===== config.mk =====
export PLATFORM = sky130hd
export DESIGN_NAME = mem_sweep_engine
export DESIGN_NICKNAME = d
export VERILOG_FILES = /design/src/rtl/mem_sweep_pkg.sv /design/src/rtl/mem_sweep_pattern.sv /design/src/rtl/mem_sweep_window.sv /design/src/rtl/mem_sweep_engine.sv
export SDC_FILE = /design/constraint.sdc
export NUM_CORES = 1
export LEC_CHECK = 0
export ABC_AREA = 1
export BUFFER_PORTS_ARGS = -buffer_cell sky130_fd_sc_hd__buf_2
export CAP_MARGIN = 40
export CORE_ASPECT_RATIO = 2
export CORE_MARGIN = 4
export CORE_UTILIZATION = 35
export DETAILED_ROUTE_END_ITERATION = 12
export MAX_ROUTING_LAYER = met4
export SLEW_MARGIN = 20
export SYNTH_ARGS = -nofsm -noshare
export SYNTH_HDL_FRONTEND = slang
export SYNTH_HIERARCHICAL = 1
export SYNTH_SLANG_ARGS = --single-unit

===== constraint.sdc =====
create_clock -name clk -period 7.22 [get_ports clk]
set_input_delay 1.444 -clock clk [delete_from_list [all_inputs] [get_ports clk]]
set_output_delay 1.444 -clock clk [all_outputs]
set_load 0.01 [all_outputs]

===== src/rtl/mem_sweep_pkg.sv =====
package mem_sweep_pkg;

  localparam int unsigned NUM_PASSES = 7;
  localparam int unsigned PASS_W     = 3;
  localparam logic [PASS_W-1:0] LAST_PASS = PASS_W'(NUM_PASSES - 1);
  localparam logic [PASS_W-1:0] WALK_PASS = 3'd4;

  typedef enum logic [2:0] {
    ST_IDLE,
    ST_CHECK,
    ST_FILL,
    ST_READ,
    ST_RWAIT,
    ST_GAP,
    ST_DONE
  } sweep_state_e;

endpackage


===== src/rtl/mem_sweep_pattern.sv =====
module mem_sweep_pattern
  import mem_sweep_pkg::*;
(
  input  logic [PASS_W-1:0] pass_sel,
  input  logic [31:0]       word_idx,
  output logic [31:0]       word_out
);

  always_comb begin
    case (pass_sel)
      3'd0:    word_out = 32'h0000_0000;
      3'd1:    word_out = 32'hFFFF_FFFF;
      3'd2:    word_out = 32'h5555_5555;
      3'd3:    word_out = 32'hAAAA_AAAA;
      3'd4:    word_out = 32'd1 << word_idx[4:0];
      3'd5:    word_out = word_idx;
      3'd6:    word_out = ~word_idx;
      default: word_out = 32'h0000_0000;
    endcase
  end

endmodule


===== src/rtl/mem_sweep_window.sv =====
module mem_sweep_window #(
  parameter int unsigned ADDR_W    = 32,
  parameter int unsigned SEG_SHIFT = 20,
  parameter int unsigned WIN_BYTES = 2048
) (
  input  logic              clk,
  input  logic              rst_n,
  input  logic              load,
  input  logic              step,
  input  logic              sparse_in,
  input  logic [ADDR_W-1:0] base_in,
  input  logic [ADDR_W-1:0] size_in,
  output logic [ADDR_W-1:0] win_base,
  output logic [ADDR_W-1:0] win_words,
  output logic              win_last,
  output logic              win_empty
);

  localparam logic [ADDR_W-1:0] FAR_OFS   = ADDR_W'((64'd1 << SEG_SHIFT) - 64'(WIN_BYTES));
  localparam logic [ADDR_W-1:0] WIN_WORDS = ADDR_W'(WIN_BYTES / 4);

  logic              sparse_q, sparse_d;
  logic [ADDR_W-1:0] base_q, base_d;
  logic [ADDR_W-1:0] size_q, size_d;
  logic [ADDR_W-1:0] cnt_q, cnt_d;
  logic              cfg_en, cnt_en;

  logic [ADDR_W-1:0] seg_cnt, win_total, seg_base;

  assign cfg_en = load;
  assign cnt_en = load | step;

  always_comb begin
    sparse_d = sparse_in;
    base_d   = base_in;
    size_d   = size_in;
    cnt_d    = load ? '0 : cnt_q + ADDR_W'(1);
  end

  always_ff @(posedge clk or negedge rst_n) begin
    if (!rst_n) begin
      sparse_q <= 1'b0;
      base_q   <= '0;
      size_q   <= '0;
    end else if (cfg_en) begin
      sparse_q <= sparse_d;
      base_q   <= base_d;
      size_q   <= size_d;
    end
  end

  always_ff @(posedge clk or negedge rst_n) begin
    if (!rst_n)      cnt_q <= '0;
    else if (cnt_en) cnt_q <= cnt_d;
  end

  always_comb begin
    seg_cnt   = size_q >> SEG_SHIFT;
    win_total = sparse_q ? (seg_cnt << 1) : ADDR_W'(1);
    seg_base  = base_q + ((cnt_q >> 1) << SEG_SHIFT);
    win_base  = sparse_q ? (seg_base + (cnt_q[0] ? FAR_OFS : '0)) : base_q;
    win_words = sparse_q ? WIN_WORDS : (size_q >> 2);
    win_empty = sparse_q ? (seg_cnt == '0) : ((size_q >> 2) == '0);
    win_last  = ((cnt_q + ADDR_W'(1)) == win_total);
  end

  // full mode never leaves its single window
  a_r6_single_window: assert property (@(posedge clk) disable iff (!rst_n)
    !sparse_q |-> (cnt_q == '0));

  // a step only happens while a further window exists
  a_r4_step_in_range: assert property (@(posedge clk) disable iff (!rst_n)
    (step && !load) |-> !win_last);

endmodule


===== src/rtl/mem_sweep_engine.sv =====
module mem_sweep_engine
  import mem_sweep_pkg::*;
#(
  parameter int unsigned ADDR_W    = 32,
  parameter int unsigned SEG_SHIFT = 20,
  parameter int unsigned WIN_BYTES = 2048,
  parameter int unsigned KA_LOG2   = 10
) (
  input  logic              clk,
  input  logic              rst_n,
  input  logic              start,
  input  logic              sparse_mode,
  input  logic [ADDR_W-1:0] base_addr,
  input  logic [ADDR_W-1:0] size_bytes,
  output logic              mem_req,
  output logic              mem_we,
  output logic [ADDR_W-1:0] mem_addr,
  output logic [31:0]       mem_wdata,
  input  logic              mem_ready,
  input  logic              mem_rvalid,
  input  logic [31:0]       mem_rdata,
  output logic              done,
  output logic              fail,
  output logic [ADDR_W-1:0] fail_addr,
  output logic [31:0]       fail_expected,
  output logic [31:0]       fail_read,
  output logic              keepalive
);

  sweep_state_e      state_q, state_d;
  logic [PASS_W-1:0] pass_q, pass_d;
  logic [ADDR_W-1:0] idx_q, idx_d;
  logic              seq_en;

  logic              fail_q;
  logic [ADDR_W-1:0] faddr_q;
  logic [31:0]       fexp_q, fgot_q;
  logic              fail_set, fail_clr, fail_en;

  logic              ka_q, ka_d;

  logic              win_load, win_step, win_last, win_empty;
  logic [ADDR_W-1:0] win_base, win_words;
  logic [31:0]       pat_word;
  logic              idx_last, accept;

  mem_sweep_window #(
    .ADDR_W   (ADDR_W),
    .SEG_SHIFT(SEG_SHIFT),
    .WIN_BYTES(WIN_BYTES)
  ) u_window (
    .clk      (clk),
    .rst_n    (rst_n),
    .load     (win_load),
    .step     (win_step),
    .sparse_in(sparse_mode),
    .base_in  (base_addr),
    .size_in  (size_bytes),
    .win_base (win_base),
    .win_words(win_words),
    .win_last (win_last),
    .win_empty(win_empty)
  );

  mem_sweep_pattern u_pattern (
    .pass_sel(pass_q),
    .word_idx(32'(idx_q)),
    .word_out(pat_word)
  );

  assign idx_last  = (idx_q == (win_words - ADDR_W'(1)));
  assign mem_req   = (state_q == ST_FILL) || (state_q == ST_READ);
  assign mem_we    = (state_q == ST_FILL);
  assign mem_addr  = win_base + (idx_q << 2);
  assign mem_wdata = pat_word;
  assign accept    = mem_req && mem_ready;

  always_comb begin
    state_d  = state_q;
    pass_d   = pass_q;
    idx_d    = idx_q;
    win_load = 1'b0;
    win_step = 1'b0;
    fail_set = 1'b0;
    fail_clr = 1'b0;
    case (state_q)
      ST_IDLE: begin
        if (start) begin
          win_load = 1'b1;
          fail_clr = 1'b1;
          state_d  = ST_CHECK;
        end
      end
      ST_CHECK: begin
        pass_d  = '0;
        idx_d   = '0;
        state_d = win_empty ? ST_DONE : ST_FILL;
      end
      ST_FILL: begin
        if (mem_ready) begin
          if (idx_last) begin
            idx_d   = '0;
            state_d = ST_READ;
          end else begin
            idx_d = idx_q + ADDR_W'(1);
          end
        end
      end
      ST_READ: begin
        if (mem_ready) state_d = ST_RWAIT;
      end
      ST_RWAIT: begin
        if (mem_rvalid) begin
          if (mem_rdata != pat_word) begin
            fail_set = 1'b1;
            state_d  = ST_DONE;
          end else if (idx_last) begin
            idx_d   = '0;
            state_d = ST_GAP;
          end else begin
            idx_d   = idx_q + ADDR_W'(1);
            state_d = ST_READ;
          end
        end
      end
      ST_GAP: begin
        if (pass_q == LAST_PASS) begin
          if (win_last) begin
            state_d = ST_DONE;
          end else begin
            win_step = 1'b1;
            pass_d   = '0;
            state_d  = ST_FILL;
          end
        end else begin
          pass_d  = pass_q + PASS_W'(1);
          state_d = ST_FILL;
        end
      end
      ST_DONE:  state_d = ST_IDLE;
      default:  state_d = ST_IDLE;
    endcase
  end

  assign seq_en = (state_q != ST_IDLE) || start;

  always_ff @(posedge clk or negedge rst_n) begin
    if (!rst_n) begin
      state_q <= ST_IDLE;
      pass_q  <= '0;
      idx_q   <= '0;
    end else if (seq_en) begin
      state_q <= state_d;
      pass_q  <= pass_d;
      idx_q   <= idx_d;
    end
  end

  assign fail_en = fail_set || fail_clr;

  always_ff @(posedge clk or negedge rst_n) begin
    if (!rst_n) begin
      fail_q  <= 1'b0;
      faddr_q <= '0;
      fexp_q  <= '0;
      fgot_q  <= '0;
    end else if (fail_en) begin
      fail_q  <= fail_set;
      faddr_q <= fail_set ? mem_addr  : '0;
      fexp_q  <= fail_set ? pat_word  : '0;
      fgot_q  <= fail_set ? mem_rdata : '0;
    end
  end

  assign ka_d = (accept && (idx_q[KA_LOG2-1:0] == '0)) || (state_q == ST_GAP);

  always_ff @(posedge clk or negedge rst_n) begin
    if (!rst_n) ka_q <= 1'b0;
    else        ka_q <= ka_d;
  end

  assign done          = (state_q == ST_DONE);
  assign fail          = fail_q;
  assign fail_addr     = faddr_q;
  assign fail_expected = fexp_q;
  assign fail_read     = fgot_q;
  assign keepalive     = ka_q;

  // an accepted read blocks further requests until data returns
  a_r10_one_outstanding: assert property (@(posedge clk) disable iff (!rst_n)
    (mem_req && !mem_we && mem_ready) |=> !mem_req);

  // done lasts a single cycle
  a_r9_done_pulse: assert property (@(posedge clk) disable iff (!rst_n)
    done |=> !done);

  // a new failure is always reported together with done
  a_r3_fail_with_done: assert property (@(posedge clk) disable iff (!rst_n)
    $rose(fail) |-> done);

  // after done the port stays quiet until a new start
  a_r3_quiet_after_done: assert property (@(posedge clk) disable iff (!rst_n)
    done |=> !mem_req);

  // requests are word aligned
  a_r2_aligned: assert property (@(posedge clk) disable iff (!rst_n)
    mem_req |-> (mem_addr[1:0] == 2'b00));

  // the walking pass writes a single set bit
  a_r1_walk_onehot: assert property (@(posedge clk) disable iff (!rst_n)
    (mem_req && mem_we && (pass_q == WALK_PASS)) |-> $onehot(mem_wdata));

endmodule


==> results.cfg <==
[synthesis]
synth.most_common_cell = nand2_1
synth_top_area_share = 0.332
ys_types = 61
syn_area_mm2 = 0.0174
ys_seq_elements = 231
synthTopCellsByCount = nand2_1, inv_1, nor2_1, dfrtp_1, o21ai_0
yosysWarnings = 6
ys_top_cells_by_area = dfrtp_1, nand2_1, inv_1, o21ai_0, nor2_1
ys.flop_type = dfrtp_1
syn_inst = 2540
synth_seq_area_share = 0.332
async_flop_share = 1.00
syn_area_per_cell_um2 = 6.85
yosys.area.top_type = dfrtp_1
synth_enable_flop_cells = 0

[global_route]
grt_usage = 0.243
grt_overflow = 0
grt_pass1_wl_um = 99600
grt_pass1_vias = 17700
grt_start_max_net_pins = 142
antenna_found_initial = 0

[clock_network]
worstSkewPairLatency_ns = 0.57
root_buffer = clkbuf_16
htree_levels = 1
tritoncts = yes
cts_setup_buffers = 0
clkTransAtPathRegs_ns = 0.07
cts.sinks = 231
clockBufferDepth = 3
cts_hold_buf = 0
cts_resized = 0
cts_buffers = 25

[power_and_ir_drop]
clockPowerShare = 0.208
swShare = 0.484
seq_power_share = 0.254
combPwrFrac = 0.538
power_density_mw_per_mm2 = 362
p_sw_uw = 3540
leakagePower_uw = 0.0103
peakVddDrop_uv = 254
internal-power_uw = 3770

[sta]
skew_ns = 0.0246
rsz0062_at_grt = false
min_period_over_period = 0.855
max_freq_mhz = 162
fin_crit_ns = 6.17
slew_viol_final = 0
setup_viol = 0
finalSetupTns_ns = 0
max_slew_margin = 0.428
finalHoldViolations = 0
tightest_slew_ns = 0.858

[setup_path]
cp-end-kind = output port
cp_max_fo = 14
worstPathArrival_ns = 4.73
cp.required_ns = 5.78
critPathKind = reg -> out
start_kind = flop

[drt]
wl_per_cell_um = 19.2
drt_iter0_markers = 1139
num_vias = 17700
antenna_left = 0
drc = 0
drt_wl_total_um = 65900
firstDrtPassIters = 5
vias_per_cell = 5.18

[floorplan]
rows = 115
dieArea_mm2 = 0.0535
die_h_um = 323
die_width_um = 166
design.core.area_mm2 = 0.0492
start_util = 0.353
io_pins = 267

[worst_hold_path]
min_path_type = reg -> reg

[cells_and_area]
n_antenna_cell = 0
drive_above_1_share = 0.160
nNetsFinal = 2922
fill_cells = 5247
syn2layout_area_growth_pct = 16.2
fin_cells = 3427

[place]
port_buffers = 264
dp_hpwl_um = 53400
gp_congestion = 0.971
dp_cells = 3381

[run_status]
status = complete, no violations

[job]
cap_viol_max_count = 0
==> cells by family after synthesis <==
logic type / synth area share
AND/OR/NAND/NOR: 0.347
buffers and inverters: 0.0921
AO/OA/AOI/OAI: 0.133
flip-flops: 0.332
XOR/XNOR: 0.0552
adder cells (fa/ha/maj): 0.0404
other: 0.000216
==> layout by cell type, fill, tap and decap left out, types with 28 or more instances in the layout <==
cell type	n
a21oi_1	57
a22o_1	28
buf_2	263
dfrtp_1	230
ha_1	53
inv_1	289
nand2_1	810
nand3_1	153
nand4_1	44
nor2_1	242
nor3_1	33
o21ai_0	199
xor2_1	75
==> power groups by stage <==
stage | Combinational, uW | Clock (uW) | Sequential (uW)
floorplan | 2610 | 0 | 1880
global placement | 3890 | 0 | 1870
detailed placement | 3950 | 0 | 1880
CTS | 3960 | 1560 | 1860
global route | 4370 | 1610 | 1890
finish | 3930 | 1520 | 1860
==> metrics by stage <==
| stage | instance area [um^2] | hold slack [ns] | setup slack (ns) | power [uW] | utilization |
|---|---|---|---|---|---|
| after floorplan | 17400 | 0.443 | 2.42 | 4490 | - |
| after global placement | 19200 | 0.461 | 1.60 | 5760 | 0.390 |
| after detailed placement | 19300 | 0.465 | 1.63 | 5830 | 0.391 |
| after CTS | 20200 | 0.482 | 1.00 | 7380 | 0.411 |
| after global routing | 20200 | 0.502 | 0.634 | 7870 | 0.411 |
| final | 20200 | 0.479 | 1.05 | 7310 | 0.411 |
==> worst paths after layout <==
check                                        start                  end  slack, ns  cells after the start
min in group asynchronous                    rst_n  u_window/base_q[26]       0.83                      1
worst min-delay path            u_window/base_q[2]   u_window/base_q[2]       0.48                      2
worst max-delay path             u_window/cnt_q[0]         mem_addr[29]       1.05                     21
max in group asynchronous                    rst_n     fail_expected[4]       5.06                      2
worst max register to register   u_window/cnt_q[0]   u_window/cnt_q[10]       2.99                     16
worst min register to register  u_window/base_q[2]   u_window/base_q[2]       0.48                      2
==> metal layers <==
metal  GRT usage  routed length (um)  vias up  share of wire
met2       0.467               35700      625           0.54
met1       0.219               21800     8228           0.33
met4       0.173                5810        0          0.088
met3      0.0279                2650      248          0.040
met5           -                   0        -              0
li1            -                   -     8647              -
==> critical path, stage by stage (launching register included) <==
cell     delay [ns]
dfrtp_1        0.59
ha_1           0.33
fa_1           0.43
nand3_1        0.09
nand2_1        0.14
nand2_1        0.09
nand2_1        0.10
nand2_1        0.07
nand2_1        0.07
or2_2          0.27
nand3_1        0.07
o21ai_0        0.14
ha_1           0.47
nand2_1        0.11
inv_1          0.08
nand2_1        0.08
nor2_1         0.15
nand3_1        0.08
or2_2          0.30
nand2_1        0.07
xor2_1         0.25
buf_2          0.19
==> sequential cells by signal (all words and copies together), names as in the netlist <==
register           flops
fail                   1
fail_addr             32
fail_expected         32
fail_read             32
idx_q                 32
keepalive              1
pass_q                 3
state_q                3
u_window/base_q       32
u_window/cnt_q        32
u_window/size_q       30
u_window/sparse_q      1
==> cell type report <==
class | instances | area (um^2) | area share
tap | 643 | 805 | 0.0398
clock inverter | 15 | 262 | 0.0129
inverter | 301 | 1130 | 0.0559
sequential | 231 | 5780 | 0.286
clock buffer | 31 | 698 | 0.0345
multi-input combinational | 1923 | 10000 | 0.496
timing repair buffer | 283 | 1520 | 0.0752
Power figures use the tool's default switching activity.
